File: src/rtl/gpio_port_pkg.sv
package gpio_port_pkg;

    localparam int ADDR_W = 4;

    typedef enum logic [ADDR_W-1:0] {
        A_MODE  = 4'd0,
        A_OTYPE = 4'd1,
        A_SPEED = 4'd2,
        A_PULL  = 4'd3,
        A_IDR   = 4'd4,
        A_ODR   = 4'd5,
        A_BSR   = 4'd6,
        A_LOCK  = 4'd7,
        A_AFL   = 4'd8,
        A_AFH   = 4'd9,
        A_BRR   = 4'd10,
        A_ANA   = 4'd11
    } reg_addr_e;

    localparam logic [1:0] DIR_OUT = 2'b01;
    localparam logic [1:0] PULL_UP = 2'b01;
    localparam logic [1:0] PULL_DN = 2'b10;

endpackage

File: src/rtl/gpio_port_regs.sv
module gpio_port_regs
    import gpio_port_pkg::*;
#(
    parameter int PINS = 16,
    parameter int DW   = 32,
    parameter logic [2*PINS-1:0] MODE_RST  = '1,
    parameter logic [2*PINS-1:0] SPEED_RST = '0,
    parameter logic [2*PINS-1:0] PULL_RST  = '0
) (
    input  logic              clk,
    input  logic              rst_n,
    input  logic              bus_wr,
    input  logic [ADDR_W-1:0] bus_addr,
    input  logic [DW-1:0]     bus_wdata,
    input  logic [PINS-1:0]   idr_q,
    output logic [DW-1:0]     bus_rdata,
    output logic [2*PINS-1:0] mode_d,
    output logic [2*PINS-1:0] pull_d,
    output logic [PINS-1:0]   otype_d,
    output logic [PINS-1:0]   odr_d,
    output logic              cfg_wr
);

    localparam int MW = 2 * PINS;

    typedef struct packed {
        logic [MW-1:0]   mode;
        logic [PINS-1:0] otype;
        logic [MW-1:0]   speed;
        logic [MW-1:0]   pull;
        logic [PINS-1:0] odr;
        logic [PINS-1:0] lock;
        logic [DW-1:0]   afl;
        logic [DW-1:0]   afh;
        logic [PINS-1:0] ana;
    } bank_t;

    bank_t bank_d, bank_q;
    reg_addr_e sel;

    assign sel = reg_addr_e'(bus_addr);

    always_comb begin
        bank_d = bank_q;
        cfg_wr = 1'b0;
        if (bus_wr) begin
            case (sel)
                A_MODE:  begin bank_d.mode  = bus_wdata[MW-1:0];   cfg_wr = 1'b1; end
                A_OTYPE: begin bank_d.otype = bus_wdata[PINS-1:0]; cfg_wr = 1'b1; end
                A_SPEED: bank_d.speed = bus_wdata[MW-1:0];
                A_PULL:  begin bank_d.pull  = bus_wdata[MW-1:0];   cfg_wr = 1'b1; end
                A_ODR:   begin bank_d.odr   = bus_wdata[PINS-1:0]; cfg_wr = 1'b1; end
                A_BSR: begin
                    bank_d.odr = (bank_q.odr & ~bus_wdata[PINS +: PINS]) | bus_wdata[PINS-1:0];
                    cfg_wr = 1'b1;
                end
                A_LOCK:  bank_d.lock = bus_wdata[PINS-1:0];
                A_AFL:   bank_d.afl  = bus_wdata;
                A_AFH:   bank_d.afh  = bus_wdata;
                A_BRR: begin
                    bank_d.odr = bank_q.odr & ~bus_wdata[PINS-1:0];
                    cfg_wr = 1'b1;
                end
                A_ANA:   bank_d.ana = bus_wdata[PINS-1:0];
                default: ;
            endcase
        end
    end

    always_ff @(posedge clk) begin
        if (!rst_n) begin
            bank_q       <= '0;
            bank_q.mode  <= MODE_RST;
            bank_q.speed <= SPEED_RST;
            bank_q.pull  <= PULL_RST;
        end else begin
            bank_q <= bank_d;
        end
    end

    always_comb begin
        bus_rdata = '0;
        case (sel)
            A_MODE:  bus_rdata[MW-1:0]   = bank_q.mode;
            A_OTYPE: bus_rdata[PINS-1:0] = bank_q.otype;
            A_SPEED: bus_rdata[MW-1:0]   = bank_q.speed;
            A_PULL:  bus_rdata[MW-1:0]   = bank_q.pull;
            A_IDR:   bus_rdata[PINS-1:0] = idr_q;
            A_ODR:   bus_rdata[PINS-1:0] = bank_q.odr;
            A_LOCK:  bus_rdata[PINS-1:0] = bank_q.lock;
            A_AFL:   bus_rdata           = bank_q.afl;
            A_AFH:   bus_rdata           = bank_q.afh;
            A_ANA:   bus_rdata[PINS-1:0] = bank_q.ana;
            default: bus_rdata = '0;
        endcase
    end

    assign mode_d  = bank_d.mode;
    assign pull_d  = bank_d.pull;
    assign otype_d = bank_d.otype;
    assign odr_d   = bank_d.odr;


    bsr_set_chk: assert property (@(posedge clk) disable iff (!rst_n)
        (bus_wr && bus_addr == A_BSR) |=>
        ((bank_q.odr & $past(bus_wdata[PINS-1:0])) == $past(bus_wdata[PINS-1:0])));


    brr_clr_chk: assert property (@(posedge clk) disable iff (!rst_n)
        (bus_wr && bus_addr == A_BRR) |=>
        ((bank_q.odr & $past(bus_wdata[PINS-1:0])) == '0));


    idr_ro_chk: assert property (@(posedge clk) disable iff (!rst_n)
        (bus_wr && bus_addr == A_IDR) |=> $stable(bank_q));

endmodule

File: src/rtl/gpio_port_link.sv
module gpio_port_link #(
    parameter int PINS = 16
) (
    input  logic            clk,
    input  logic            rst_n,
    input  logic [PINS-1:0] drv_en,
    input  logic [PINS-1:0] drv_lvl,
    input  logic            cfg_wr,
    input  logic [PINS-1:0] out_d,
    input  logic [PINS-1:0] od_d,
    output logic [PINS-1:0] conn_d,
    output logic [PINS-1:0] hi_d,
    output logic [PINS-1:0] conn_q
);

    typedef struct packed {
        logic [PINS-1:0] conn;
        logic [PINS-1:0] hi;
        logic [PINS-1:0] en;
        logic [PINS-1:0] lvl;
    } link_t;

    link_t st_d, st_q;

    always_comb begin
        st_d     = st_q;
        st_d.en  = drv_en;
        st_d.lvl = drv_lvl;
        for (int i = 0; i < PINS; i++) begin
            if (!drv_en[i]) begin
                st_d.conn[i] = 1'b0;
            end else if (!st_q.en[i] || (drv_lvl[i] != st_q.lvl[i])) begin
                st_d.hi[i]   = drv_lvl[i];
                st_d.conn[i] = !out_d[i] || (od_d[i] && !drv_lvl[i]);
            end
            if (cfg_wr && st_d.conn[i] && out_d[i] && (!od_d[i] || st_d.hi[i])) begin
                st_d.conn[i] = 1'b0;
            end
        end
    end

    always_ff @(posedge clk) begin
        if (!rst_n) begin
            st_q <= '0;
        end else begin
            st_q <= st_d;
        end
    end

    assign conn_d = st_d.conn;
    assign hi_d   = st_d.hi;
    assign conn_q = st_q.conn;


    release_chk: assert property (@(posedge clk) disable iff (!rst_n)
        1'b1 |=> ((st_q.conn & ~$past(drv_en)) == '0));

endmodule

File: src/rtl/gpio_port_resolve.sv
module gpio_port_resolve #(
    parameter int PINS = 16
) (
    input  logic            clk,
    input  logic            rst_n,
    input  logic [PINS-1:0] out_d,
    input  logic [PINS-1:0] od_d,
    input  logic [PINS-1:0] pu_d,
    input  logic [PINS-1:0] pd_d,
    input  logic [PINS-1:0] odr_d,
    input  logic [PINS-1:0] conn_d,
    input  logic [PINS-1:0] hi_d,
    output logic [PINS-1:0] idr_q
);

    logic [PINS-1:0] idr_d;

    always_comb begin
        idr_d = idr_q;
        for (int i = 0; i < PINS; i++) begin
            if (out_d[i] && !od_d[i]) begin
                idr_d[i] = odr_d[i];
            end else if (out_d[i] && !odr_d[i]) begin
                idr_d[i] = 1'b0;
            end else if (conn_d[i]) begin
                idr_d[i] = hi_d[i];
            end else if (pu_d[i]) begin
                idr_d[i] = 1'b1;
            end else if (pd_d[i]) begin
                idr_d[i] = 1'b0;
            end
        end
    end

    always_ff @(posedge clk) begin
        if (!rst_n) begin
            idr_q <= '0;
        end else begin
            idr_q <= idr_d;
        end
    end


    pp_follow_chk: assert property (@(posedge clk) disable iff (!rst_n)
        1'b1 |=> (($past(out_d & ~od_d) & (idr_q ^ $past(odr_d))) == '0));


    od_low_chk: assert property (@(posedge clk) disable iff (!rst_n)
        1'b1 |=> (($past(out_d & od_d & ~odr_d) & idr_q) == '0));


    float_hold_chk: assert property (@(posedge clk) disable iff (!rst_n)
        1'b1 |=> (($past(~conn_d & ~pu_d & ~pd_d & ~out_d) & (idr_q ^ $past(idr_q))) == '0));

endmodule

File: src/rtl/gpio_port.sv
module gpio_port
    import gpio_port_pkg::*;
#(
    parameter int PINS = 16,
    parameter int DW   = 32,
    parameter logic [2*PINS-1:0] MODE_RST  = '1,
    parameter logic [2*PINS-1:0] SPEED_RST = 32'h0000_00F0,
    parameter logic [2*PINS-1:0] PULL_RST  = '0
) (
    input  logic              clk,
    input  logic              rst_n,
    input  logic              bus_wr,
    input  logic [ADDR_W-1:0] bus_addr,
    input  logic [DW-1:0]     bus_wdata,
    output logic [DW-1:0]     bus_rdata,
    input  logic [PINS-1:0]   drv_en,
    input  logic [PINS-1:0]   drv_lvl,
    output logic [PINS-1:0]   pin_level
);

    logic [2*PINS-1:0] mode_d, pull_d;
    logic [PINS-1:0]   otype_d, odr_d;
    logic [PINS-1:0]   out_d, pu_d, pd_d;
    logic [PINS-1:0]   conn_d, hi_d, conn_q, idr_q;
    logic              cfg_wr;

    gpio_port_regs #(
        .PINS(PINS), .DW(DW),
        .MODE_RST(MODE_RST), .SPEED_RST(SPEED_RST), .PULL_RST(PULL_RST)
    ) i_regs (
        .clk(clk), .rst_n(rst_n), .bus_wr(bus_wr), .bus_addr(bus_addr),
        .bus_wdata(bus_wdata), .idr_q(idr_q), .bus_rdata(bus_rdata),
        .mode_d(mode_d), .pull_d(pull_d), .otype_d(otype_d), .odr_d(odr_d),
        .cfg_wr(cfg_wr)
    );

    for (genvar g = 0; g < PINS; g++) begin : g_decode
        assign out_d[g] = (mode_d[2*g +: 2] == DIR_OUT);
        assign pu_d[g]  = (pull_d[2*g +: 2] == PULL_UP);
        assign pd_d[g]  = (pull_d[2*g +: 2] == PULL_DN);
    end

    gpio_port_link #(.PINS(PINS)) i_link (
        .clk(clk), .rst_n(rst_n), .drv_en(drv_en), .drv_lvl(drv_lvl),
        .cfg_wr(cfg_wr), .out_d(out_d), .od_d(otype_d),
        .conn_d(conn_d), .hi_d(hi_d), .conn_q(conn_q)
    );

    gpio_port_resolve #(.PINS(PINS)) i_resolve (
        .clk(clk), .rst_n(rst_n), .out_d(out_d), .od_d(otype_d),
        .pu_d(pu_d), .pd_d(pd_d), .odr_d(odr_d), .conn_d(conn_d),
        .hi_d(hi_d), .idr_q(idr_q)
    );

    assign pin_level = idr_q;


    no_short_chk: assert property (@(posedge clk) disable iff (!rst_n)
        (conn_d & out_d & (~otype_d | hi_d)) == '0);


    reset_idle_chk: assert property (@(posedge clk)
        !rst_n |=> (conn_q == '0 && idr_q == '0));

endmodule

File: config.mk
export PLATFORM = sky130hd
export DESIGN_NAME = gpio_port
export DESIGN_NICKNAME = d
export VERILOG_FILES = /design/src/rtl/gpio_port_pkg.sv /design/src/rtl/gpio_port_regs.sv /design/src/rtl/gpio_port_link.sv /design/src/rtl/gpio_port_resolve.sv /design/src/rtl/gpio_port.sv
export SDC_FILE = /design/constraint.sdc
export NUM_CORES = 1
export LEC_CHECK = 0
export ABC_AREA = 1
export ABC_CLOCK_PERIOD_IN_PS = 4300
export BUFFER_PORTS_ARGS = -buffer_cell sky130_fd_sc_hd__buf_2
export CAP_MARGIN = 25
export CORE_MARGIN = 2
export CORE_UTILIZATION = 40
export CTS_BUF_LIST = sky130_fd_sc_hd__clkbuf_4
export CTS_CLUSTER_DIAMETER = 50
export CTS_CLUSTER_SIZE = 12
export DETAILED_ROUTE_END_ITERATION = 10
export PLACE_DENSITY = 0.65
export SYNTH_ARGS = -nofsm -noshare
export SYNTH_HDL_FRONTEND = slang
export SYNTH_SLANG_ARGS = --single-unit
File: constraint.sdc
create_clock -name clk -period 4.3 [get_ports clk]
set_input_delay 1.29 -clock clk [delete_from_list [all_inputs] [get_ports clk]]
set_output_delay 1.29 -clock clk [all_outputs]
set_load 0.03 [all_outputs]
==> summary.md, run 1 <==
| Metric | Value |
|---|---|
| Status | `complete, no violations` |
| Final core occ | `0.450` |
| Minimum clock period | `4160 ps` |
| CP Buf/Inv Count | `6` |
| Worst path arrival time | `2870 ps` |
| Final nets | `2210` |
| Max IR drop VDD | `146 uV` |
| Distinct cells, synth | `29` |
| RSZ-0062 raised after global routing | `false` |
| IO buf count | `118` |
| Seq/Total Area, Yosys | `0.441` |
| Slew HR | `0.400` |
| Routability cong. | `0.987` |
| Hold Crit Class | `flop to flop` |
| Most common cell after layout, fill and taps aside | `nand2_1` |
| Io pins | `119` |
| Worst setup SP type | `input port` |
| Final routed DRC violation total | `0` |
| Reg power frac | `0.570` |
| Switch Pwr | `1580 uW` |
| DR vias/cell | `5.18` |
| Crit Path Category | `input port to output port` |
| CTS sink cnt | `304` |
| CP max-delay cell | `a221oi_1` |
| GRT overflow | `0` |
| Cell Area, Synth | `13800 sq um` |
| Fin crit share | `0.968` |
| Clock-pin slew on the worst setup and hold paths | `120 ps` |
| Cts hold-fix bufs | `0` |
| Clock Latency Late Sink | `690 ps` |
| Worst EP required | `3010 ps` |
| TritonCTS clock tree | `built` |
| Largest net degree at the start of global routing | `169` |
| Yosys Warn Count | `0` |
| CTS HTree Levels | `2` |
| Critical path's top delay family | `buffers and inverters` |
| CP Max Fanout | `16` |
| Clock skew | `32.9 ps` |
| Fraction of layout cells with a size suffix above 1 | `0.118` |
| Vias | `13500` |
| Vias in the first global route | `12100` |
| Most frequent cells in the layout | `nand2_1 (518), inv_1 (316), dfxtp_1 (304)` |
| WL per Instance | `17.4 microns` |
| Setup TNS | `0 ps` |
| Die X | `190 microns` |
| Synth Net Count | `2109` |
| Final Hold Violating Endpoints | `0` |
| Clk network pwr share | `0.297` |
| Power share of the combinational group | `0.132` |
| Slowest stage delay, CP | `290 ps` |
| TritonCTS Buffers | `36` |
| DIE AREA | `36000 sq um` |
| Mapped Cells | `2038` |
| Maxcap violations | `0` |
| Synth Area per Inst | `6.77 sq um` |
| Final wirelength | `45500 microns` |
| Core area | `34300 sq um` |
| Static leakage | `0.00692 uW` |
| Initial antenna violation count | `3` |
| # setup viols final | `0` |
| Initial DRC count | `1389` |
| Post-DP HPWL | `32100 microns` |
| Filler instances | `3597` |
| Antenna viol nets, final | `0` |
| First-pass GRT wire length | `69700 microns` |
| Drt first pass iters | `6` |
| Max-slew violation count | `0` |
| Layout area overhead | `11.9%` |
| Die H | `190 microns` |
| Row count | `68` |
| Clock Path Buffers | `3` |
| Least-Margin Pin Slew | `897 ps` |
| Root Driver | `clkbuf_4` |
| Yosys reg bits | `304` |
| Critical Path End Type | `output port` |
| Post-route setup slack | `138 ps` |
| Fmax | `0.240 GHz` |
| Sw frac | `0.305` |
| GRT Total Usage | `0.249` |
| Setup bufs post-CTS | `0` |
| Starting Density | `0.402` |
| P_int | `3600 uW` |
| CP cell instances | `buf_2 > inv_1 > nor2_1 > inv_1 > nor2_1 > buf_4 > buf_4 > a221oi_1 > o221ai_1 > buf_2` |
| Post_cts resized | `0` |
| Dpl ws | `120 ps` |
| P per Cell Area | `336 nW/um^2` |
==> cells in the mapped netlist <==
cell | number | area, sq um
a21oi_1 | 141 | 706
a221oi_1 | 40 | 350
buf_1 | 4 | 15.0
buf_2 | 16 | 80.1
buf_4 | 1 | 7.51
buf_6 | 3 | 33.8
clkbuf_1 | 77 | 289
dfxtp_1 | 304 | 6090
inv_1 | 316 | 1190
inv_2 | 7 | 26.3
nand2_1 | 518 | 1940
nand2_2 | 7 | 43.8
nand2_4 | 1 | 11.3
nand3_1 | 89 | 445
nand4_1 | 13 | 81.3
nor2_1 | 177 | 664
nor2_2 | 4 | 25.0
nor2_4 | 2 | 22.5
o2111ai_1 | 1 | 8.76
o211ai_1 | 9 | 67.6
o21a_1 | 10 | 75.1
o21ai_0 | 166 | 831
o21ai_1 | 48 | 240
o21ai_2 | 1 | 8.76
o221ai_1 | 11 | 96.3
o22ai_1 | 51 | 319
or2_0 | 5 | 31.3
or2_1 | 3 | 18.8
or2_2 | 13 | 81.3
==> cell type report <==
type	count	area [sq um]	area share
sequential	304	6090	0.394
multi-input combinational	1310	6080	0.394
inverter	323	1220	0.0788
timing repair buffer	164	1080	0.0697
tap	455	569	0.0369
clock buffer	42	315	0.0204
clock inverter	14	95.1	0.00616
antenna	3	7.51	0.000486
==> worst reg2reg max path: cells and delay by family, from the launching register on <==
kind / cells / cell delay, ps
AOI/OAI and AO/OA: 3 / 680
and+or+nand+nor: 4 / 420
DFF: 1 / 320
buffers and inverters: 1 / 100
==> metal layers <==
layer / GRT usage / share of wire / vias up
met5: 0 / 0 / -
met4: 0.0817 / 0.031 / 0
met3: 0.0657 / 0.11 / 103
met2: 0.379 / 0.43 / 607
met1: 0.342 / 0.43 / 6097
li1: - / - / 6731
==> logic make-up (layout without fill, tap and decap cells) <==
| family | Yosys count | count (layout) | share of synthesized area |
|---|---|---|---|
| AO/OA/AOI/OAI | 478 | 478 | 0.196 |
| buffers and inverters | 424 | 543 | 0.119 |
| flip-flops | 304 | 304 | 0.441 |
| other | 0 | 3 | 0 |
| AND/OR/NAND/NOR | 832 | 832 | 0.244 |
==> path summary, 6_finish.rpt <==
path | from | to | slack (ps) | cells past startpoint
worst max-delay path | bus_addr[3] | bus_rdata[29] | 140 | 10
worst min-delay path | i_regs.bank_q[65] | i_regs.bank_q[65] | 460 | 2
worst max register to register | i_regs.bank_q[132] | i_resolve.idr_q[10] | 2700 | 8
worst min register to register | i_regs.bank_q[65] | i_regs.bank_q[65] | 460 | 2
==> stage by stage <==
step	power, uW	hold WS [ps]	instances	cell area [sq um]
global placement	3690	440	2556	15000
finish	5190	461	2615	15400
floorplan	3430	425	2038	13800
global route	5420	476	2615	15400
CTS	5210	465	2612	15400
detailed placement	3700	448	2556	15000
==> power by group through the flow <==
stage	Clock, uW	Combinational, uW	Sequential, uW
after floorplan	0	394	3030
after global placement	0	667	3020
after detailed placement	0	676	3020
after CTS	1580	679	2960
after global routing	1690	764	2970
final	1540	687	2960
==> flip-flops by register name, summed over array words and instances, names as in the netlist <==
register,flops
i_regs.bank_q,224
i_link.conn_q,16
i_link.st_q,48
i_resolve.idr_q,16
Power figures use the tool's default switching activity.
==> run 2: changes to the inputs <==
CTS_BUF_LIST = default   (was sky130_fd_sc_hd__clkbuf_4)
==> run 2 against run 1 <==
  * Sequential share of layout area decreased by 1.6 points
  * Combinational power hardly changed
  * Hold slack got worse by 8.3 ps
  * Critical path depth stayed put
  * Clock skew decreased by 18 ps
  * Die area unchanged
  * Largest power group unchanged
==> summary.md, run 2 (synthesis results as in run 1) <==
| Metric | Value |
|---|---|
| Post-DP Area | `15000 sq um (unchanged)` |
| Multi-input gate area | `6080 sq um (unchanged)` |
| Clock Path Buffers | `3 (unchanged)` |
| Most common cell after layout, fill and taps aside | `nand2_1` |
| Hold Crit Class | `flop to flop` |
| TritonCTS clock tree | `built` |
| P per Cell Area | `404 nW/um^2 (+20%)` |
| Routability cong. | `0.987 (unchanged)` |
| Clk network pwr share | `0.439 (+0.142)` |
| DIE AREA | `36000 sq um (unchanged)` |
| Clock-pin slew on the worst setup and hold paths | `60 ps (-60 ps)` |
| Hold Slack | `453 ps (-8.26 ps)` |
| Final wirelength | `45700 microns (+0.62%)` |
| Row count | `68 (unchanged)` |
| Die X | `190 microns (unchanged)` |
| Cts hold-fix bufs | `0 (unchanged)` |
| CP Max Fanout | `16 (unchanged)` |
| Most frequent cells in the layout | `nand2_1 (518), inv_1 (316), dfxtp_1 (304)` |
| Fin crit share | `0.966 (-0.00170)` |
| Antenna viol nets, final | `0 (unchanged)` |
| Post-DP HPWL | `32100 microns (unchanged)` |
| CTS sink cnt | `304 (unchanged)` |
| Biggest register | `i_regs.bank_q` |
| Final Hold Violating Endpoints | `0 (unchanged)` |
| Crit Path Category | `input port to output port` |
| Slew HR | `0.403 (+0.00212)` |
| Final routed DRC violation total | `0 (unchanged)` |
| P_int | `4730 uW (+31%)` |
| Final instance area | `16100 sq um (+4.3%)` |
| Initial DRC count | `1166 (-16%)` |
| Vias | `13600 (+0.16%)` |
| Layout area overhead | `16.7%` |
| Vias in the first global route | `12300 (+1.9%)` |
| RSZ-0062 raised after global routing | `false` |
| Maxcap violations | `0 (unchanged)` |
| Largest net degree at the start of global routing | `169 (unchanged)` |
| TritonCTS Buffers | `36 (unchanged)` |
| GRT overflow | `0 (unchanged)` |
| Io pins | `119 (unchanged)` |
| Final nets | `2210 (unchanged)` |
| Sw frac | `0.272 (-0.0329)` |
| Number of flip-flops in the largest register | `224 (unchanged)` |
| WL per Instance | `17.5 microns (+0.66%)` |
| Static leakage | `0.00720 uW (+4.1%)` |
| Clock Latency Late Sink | `520 ps (-170 ps)` |
| Critical Path End Type | `output port` |
| Biggest regs | `i_regs.bank_q x224, i_link.st_q x48` |
| First-pass GRT wire length | `70400 microns (+0.88%)` |
| Sequential cell area | `6090 sq um (unchanged)` |
| Clock skew | `14.6 ps (-18.3 ps)` |
| Power share of the combinational group | `0.106 (-0.026)` |
| Fmax | `0.241 GHz (+0.18%)` |
| IO buf count | `118 (unchanged)` |
| Least-Margin Pin Slew | `895 ps (-1.98 ps)` |
| Reg power frac | `0.456 (-0.114)` |
| Die H | `190 microns (unchanged)` |
| GRT Total Usage | `0.251 (+0.00201)` |
| Minimum clock period | `4150 ps (-7.33 ps)` |
| Status | `complete, no violations` |
| Initial antenna violation count | `2 (-1)` |
| Drt first pass iters | `5 (-1)` |
| Worst path arrival time | `2860 ps (about the same)` |
| # setup viols final | `0 (unchanged)` |
| Switch Pwr | `1770 uW (+12%)` |
| Filler instances | `3531 (-1.8%)` |
| Worst EP required | `3010 ps (about the same)` |
| CTS HTree Levels | `2 (unchanged)` |
| DR vias/cell | `5.19 (+0.20%)` |
| Max-slew violation count | `0 (unchanged)` |
| Starting Density | `0.402 (unchanged)` |
| Max IR drop VDD | `279 uV (+91%)` |
| Root Driver | `clkbuf_16` |
| Fraction of layout cells with a size suffix above 1 | `0.117 (-0.00139)` |
| Worst setup SP type | `input port` |
| Core area | `34300 sq um (unchanged)` |
| Setup TNS | `0 ps (unchanged)` |
run 2: changes by cell type in the layout (fill, tap and decap cells not counted):
cell,change
clkbuf_4,-42
clkbuf_16,+37
clkbuf_1,+5
clkbuf_8,+2
clkinv_1,-2
inv_2,-2
inv_6,+2
diode_2,-1
run 2: worst paths after layout:
| check | from | end | cells past startpoint | slack (ps) |
|---|---|---|---|---|
| worst max register to register | i_regs.bank_q[132] | i_resolve.idr_q[10] | 8 | 2690 |
| worst min register to register | i_regs.bank_q[65] | i_regs.bank_q[65] | 2 | 450 |
| worst max-delay path | bus_addr[3] | bus_rdata[29] | 10 | 150 |
| worst min-delay path | i_regs.bank_q[65] | i_regs.bank_q[65] | 2 | 450 |
run 2: per-stage QoR:
stage	setup slack, ps	total power, uW	utilization	instances
2_1_floorplan	334	3430	-	2038
3_3_place_gp	151	3690	0.438	2556
3_5_place_dp	120	3700	0.438	2556
4_1_cts	109	6530	0.469	2612
5_1_grt	51.2	6730	0.470	2614
6_report	146	6500	0.470	2614
run 2: final cells by class:
cell class,count,share of cell area
Clock inverter,12,0.00606
Clock buffer,44,0.0604
Inverter,323,0.0756
Multi-Input combinational cell,1310,0.377
Sequential cell,304,0.378
Tap cell,455,0.0354
Timing Repair Buffer,164,0.0668
Antenna cell,2,0.000311
run 2: metal layers:
layer / up-vias / GRT usage / routed length [microns]
met5: - / 0 / 0
met4: 0 / 0.0951 / 1700
met3: 103 / 0.0703 / 4920
met2: 577 / 0.380 / 19400
met1: 6153 / 0.340 / 19700
li1: 6727 / - / -
run 2: what timing repair did:
| action | in CTS | in global routing |
|---|---|---|
| gates resized for setup | 0 | 3 |
| endpoints found under the setup margin | 0 | 3 |
| buffers inserted | 0 | 0 |
run 2: critical path, cell delays in order:
cell and delay (ps):
buf_2 130, inv_1 90, nor2_1 60, inv_1 100, nor2_1 60, buf_4 180, buf_4 200, a221oi_1 280
o221ai_1 220, buf_2 230
run 2: power groups by stage:
stage	combinational, uW	sequential (uW)	clock (uW)
after floorplan	394	3030	0
after CTS	680	2960	2890
after detailed placement	676	3020	0
after global routing	765	2970	3000
final	687	2960	2850
after global placement	667	3020	0
==> run 3: changes to the inputs <==
CORE_ASPECT_RATIO = 0.5   (was default)
==> run 3 against run 2 <==
  * Register-to-register slack got worse by 120 ps
  * Maximum frequency fell by 2.0%
  * Hold slack got worse by 1.5 ps
  * Sequential power barely moved
  * Non-clock buffer count rose by 13
  * Via count rose by 0.77%
  * Sequential share of layout area rose by 0.38 points
  * Setup slack got worse by 86 ps
  * Power fell by 6.3%
  * First-iteration DRC count rose by 34%
  * Utilization fell by 0.39 points
  * Largest cell class is now multi-input combinational cells
  * Largest power group unchanged
==> summary.md, run 3 (synthesis results as in run 1) <==
| Metric | Value |
|---|---|
| Final nets | `2217 (+0.32%)` |
| Minimum clock period | `4240 ps (+86.5 ps)` |
| Die X | `267 microns (+41%)` |
| Biggest register | `i_regs.bank_q` |
| Row count | `48 (-29%)` |
| Root Driver | `clkbuf_16` |
| Fmax | `0.236 GHz (-2.0%)` |
| R2R Path Start | `i_regs.bank_q[139]` |
| GRT overflow | `0 (unchanged)` |
| Final core occ | `0.466 (-0.00392)` |
| Worst hold endpoint | `i_regs.bank_q[26]` |
| Static leakage | `0.00715 uW (-0.78%)` |
| RSZ-0062 raised after global routing | `true` |
| Routability cong. | `0.947 (-4.1%)` |
| Hold Startpoint | `i_regs.bank_q[26]` |
| Antenna Cells | `0 (-2)` |
| Clock skew | `15.7 ps (+1.16 ps)` |
| Layout area overhead | `15.5%` |
| Drt first pass iters | `10 (+5)` |
| Final instance area | `15900 sq um (-0.99%)` |
| Starting Density | `0.403 (+0.000647)` |
| R2R depth | `7 (-1)` |
| Reg2reg setup slack | `2570 ps (-120 ps)` |
| TritonCTS Buffers | `30 (-17%)` |
| Post-DP Area | `15100 sq um (+0.44%)` |
| Slew HR | `0.384 (-0.0183)` |
| Clock Path Buffers | `3 (unchanged)` |
| Number of flip-flops in the largest register | `224 (unchanged)` |
| Worst path arrival time | `2950 ps (+90 ps)` |
| Clock-pin slew on the worst setup and hold paths | `60 ps (about the same)` |
| Fraction of layout cells with a size suffix above 1 | `0.118 (+0.000736)` |
| Cts hold-fix bufs | `0 (unchanged)` |
| Max-slew violation count | `0 (unchanged)` |
| Post_cts resized | `0 (unchanged)` |
| Hold Crit Depth | `2 (unchanged)` |
| Fin crit share | `0.986 (+0.0201)` |
| DR vias/cell | `5.25 (+1.2%)` |
| Most frequent cells in the layout | `nand2_1 (518), inv_1 (315), dfxtp_1 (304)` |
| Vias | `13700 (+0.77%)` |
| Non-filler cells, final | `2602 (-0.46%)` |
| Crit Path Category | `input port to output port` |
| CTS HTree Levels | `1 (-1)` |
| Critical Path End Type | `output port` |
| Status | `complete, no violations` |
| Io pins | `119 (unchanged)` |
| Most common cell after layout, fill and taps aside | `nand2_1` |
| Core area | `34200 sq um (-0.16%)` |
| Setup TNS | `0 ps (unchanged)` |
| CP Max Fanout | `17 (+1)` |
| IO buf count | `118 (unchanged)` |
| Least-Margin Pin Slew | `921 ps (+26.2 ps)` |
| Vias in the first global route | `11800 (-3.9%)` |
| P per Cell Area | `382 nW/um^2 (-5.4%)` |
| Max IR drop VDD | `293 uV (+5.1%)` |
| Final wirelength | `47800 microns (+4.5%)` |
| Maxcap violations | `0 (unchanged)` |
| Clock Latency Late Sink | `570 ps (+50 ps)` |
| Worst EP required | `3010 ps (about the same)` |
| Initial antenna violation count | `0 (-2)` |
| Setup bufs post-CTS | `0 (unchanged)` |
| Die H | `135 microns (-29%)` |
| TritonCTS clock tree | `built` |
| WL per Instance | `18.4 microns (+5.0%)` |
| Post-DP HPWL | `34000 microns (+6.0%)` |
| Largest net degree at the start of global routing | `169 (unchanged)` |
| CTS sink cnt | `304 (unchanged)` |
| Antenna viol nets, final | `0 (unchanged)` |
| Total power after layout | `6090 uW (-6.3%)` |
| DIE AREA | `36100 sq um (+0.25%)` |
| GRT Total Usage | `0.260 (+0.00933)` |
| Dpl cells | `2564 (+0.31%)` |
| Biggest regs | `i_regs.bank_q x224, i_link.st_q x48` |
| Reg2Reg Capture Point | `i_resolve.idr_q[13]` |
| First-pass GRT wire length | `71800 microns (+2.1%)` |
| Final Hold Violating Endpoints | `0 (unchanged)` |
| # setup viols final | `0 (unchanged)` |
| Worst setup SP type | `input port` |
| Final routed DRC violation total | `0 (unchanged)` |
| Hold Crit Class | `flop to flop` |
| Initial DRC count | `1557 (+34%)` |
## run 3: report_power, final
| part | switching (uW) | internal (uW) |
|---|---|---|
| logic | 505 | 207 |
| registers | 54.0 | 2910 |
| clock network | 1100 | 1310 |
| total | 1660 | 4430 |
## run 3: critical path, stage by stage
cell,delay [ps]
buf_2,120
inv_1,60
buf_4,130
nand2_2,150
nor2_4,90
inv_2,120
buf_12,190
o22ai_1,90
a221oi_1,270
nand4_1,210
buf_2,230
## run 3: per-stage QoR
| step | setup slack, ps | hold slack, ps |
|---|---|---|
| floorplan | 334 | 425 |
| global placement | 116 | 440 |
| detailed placement | 64.3 | 442 |
| CTS | 59.9 | 454 |
| global route | -10.4 | 477 |
| finish | 59.3 | 451 |
## run 3: worst max path at each step
stage | start | endpoint | slack [ps] | depth (start not counted)
finish | bus_addr[3] | bus_rdata[8] | 60 | 11
CTS | bus_addr[3] | bus_rdata[13] | 60 | 11
global placement | bus_addr[3] | bus_rdata[13] | 120 | 11
global route | bus_addr[3] | bus_rdata[10] | -10 | 11
floorplan | bus_addr[3] | bus_rdata[18] | 330 | 7
detailed placement | bus_addr[3] | bus_rdata[13] | 60 | 11
## run 3: routing by layer
layer / vias up / track usage / part of all wire
met3: 77 / 0.0785 / 0.12
li1: 6727 / - / -
met4: 0 / 0.0627 / 0.025
met1: 6177 / 0.389 / 0.47
met5: - / 0 / 0
met2: 683 / 0.360 / 0.39
## run 3: area by class of cell
| class | count | area, sq um |
|---|---|---|
| Fill cell | 3569 | 18300 |
| Tap cell | 450 | 563 |
| Inverter | 323 | 1210 |
| Timing Repair Buffer | 177 | 1150 |
| Sequential cell | 304 | 6090 |
| Multi-Input combinational cell | 1310 | 6090 |
| Clock inverter | 3 | 18.8 |
| Clock buffer | 35 | 811 |
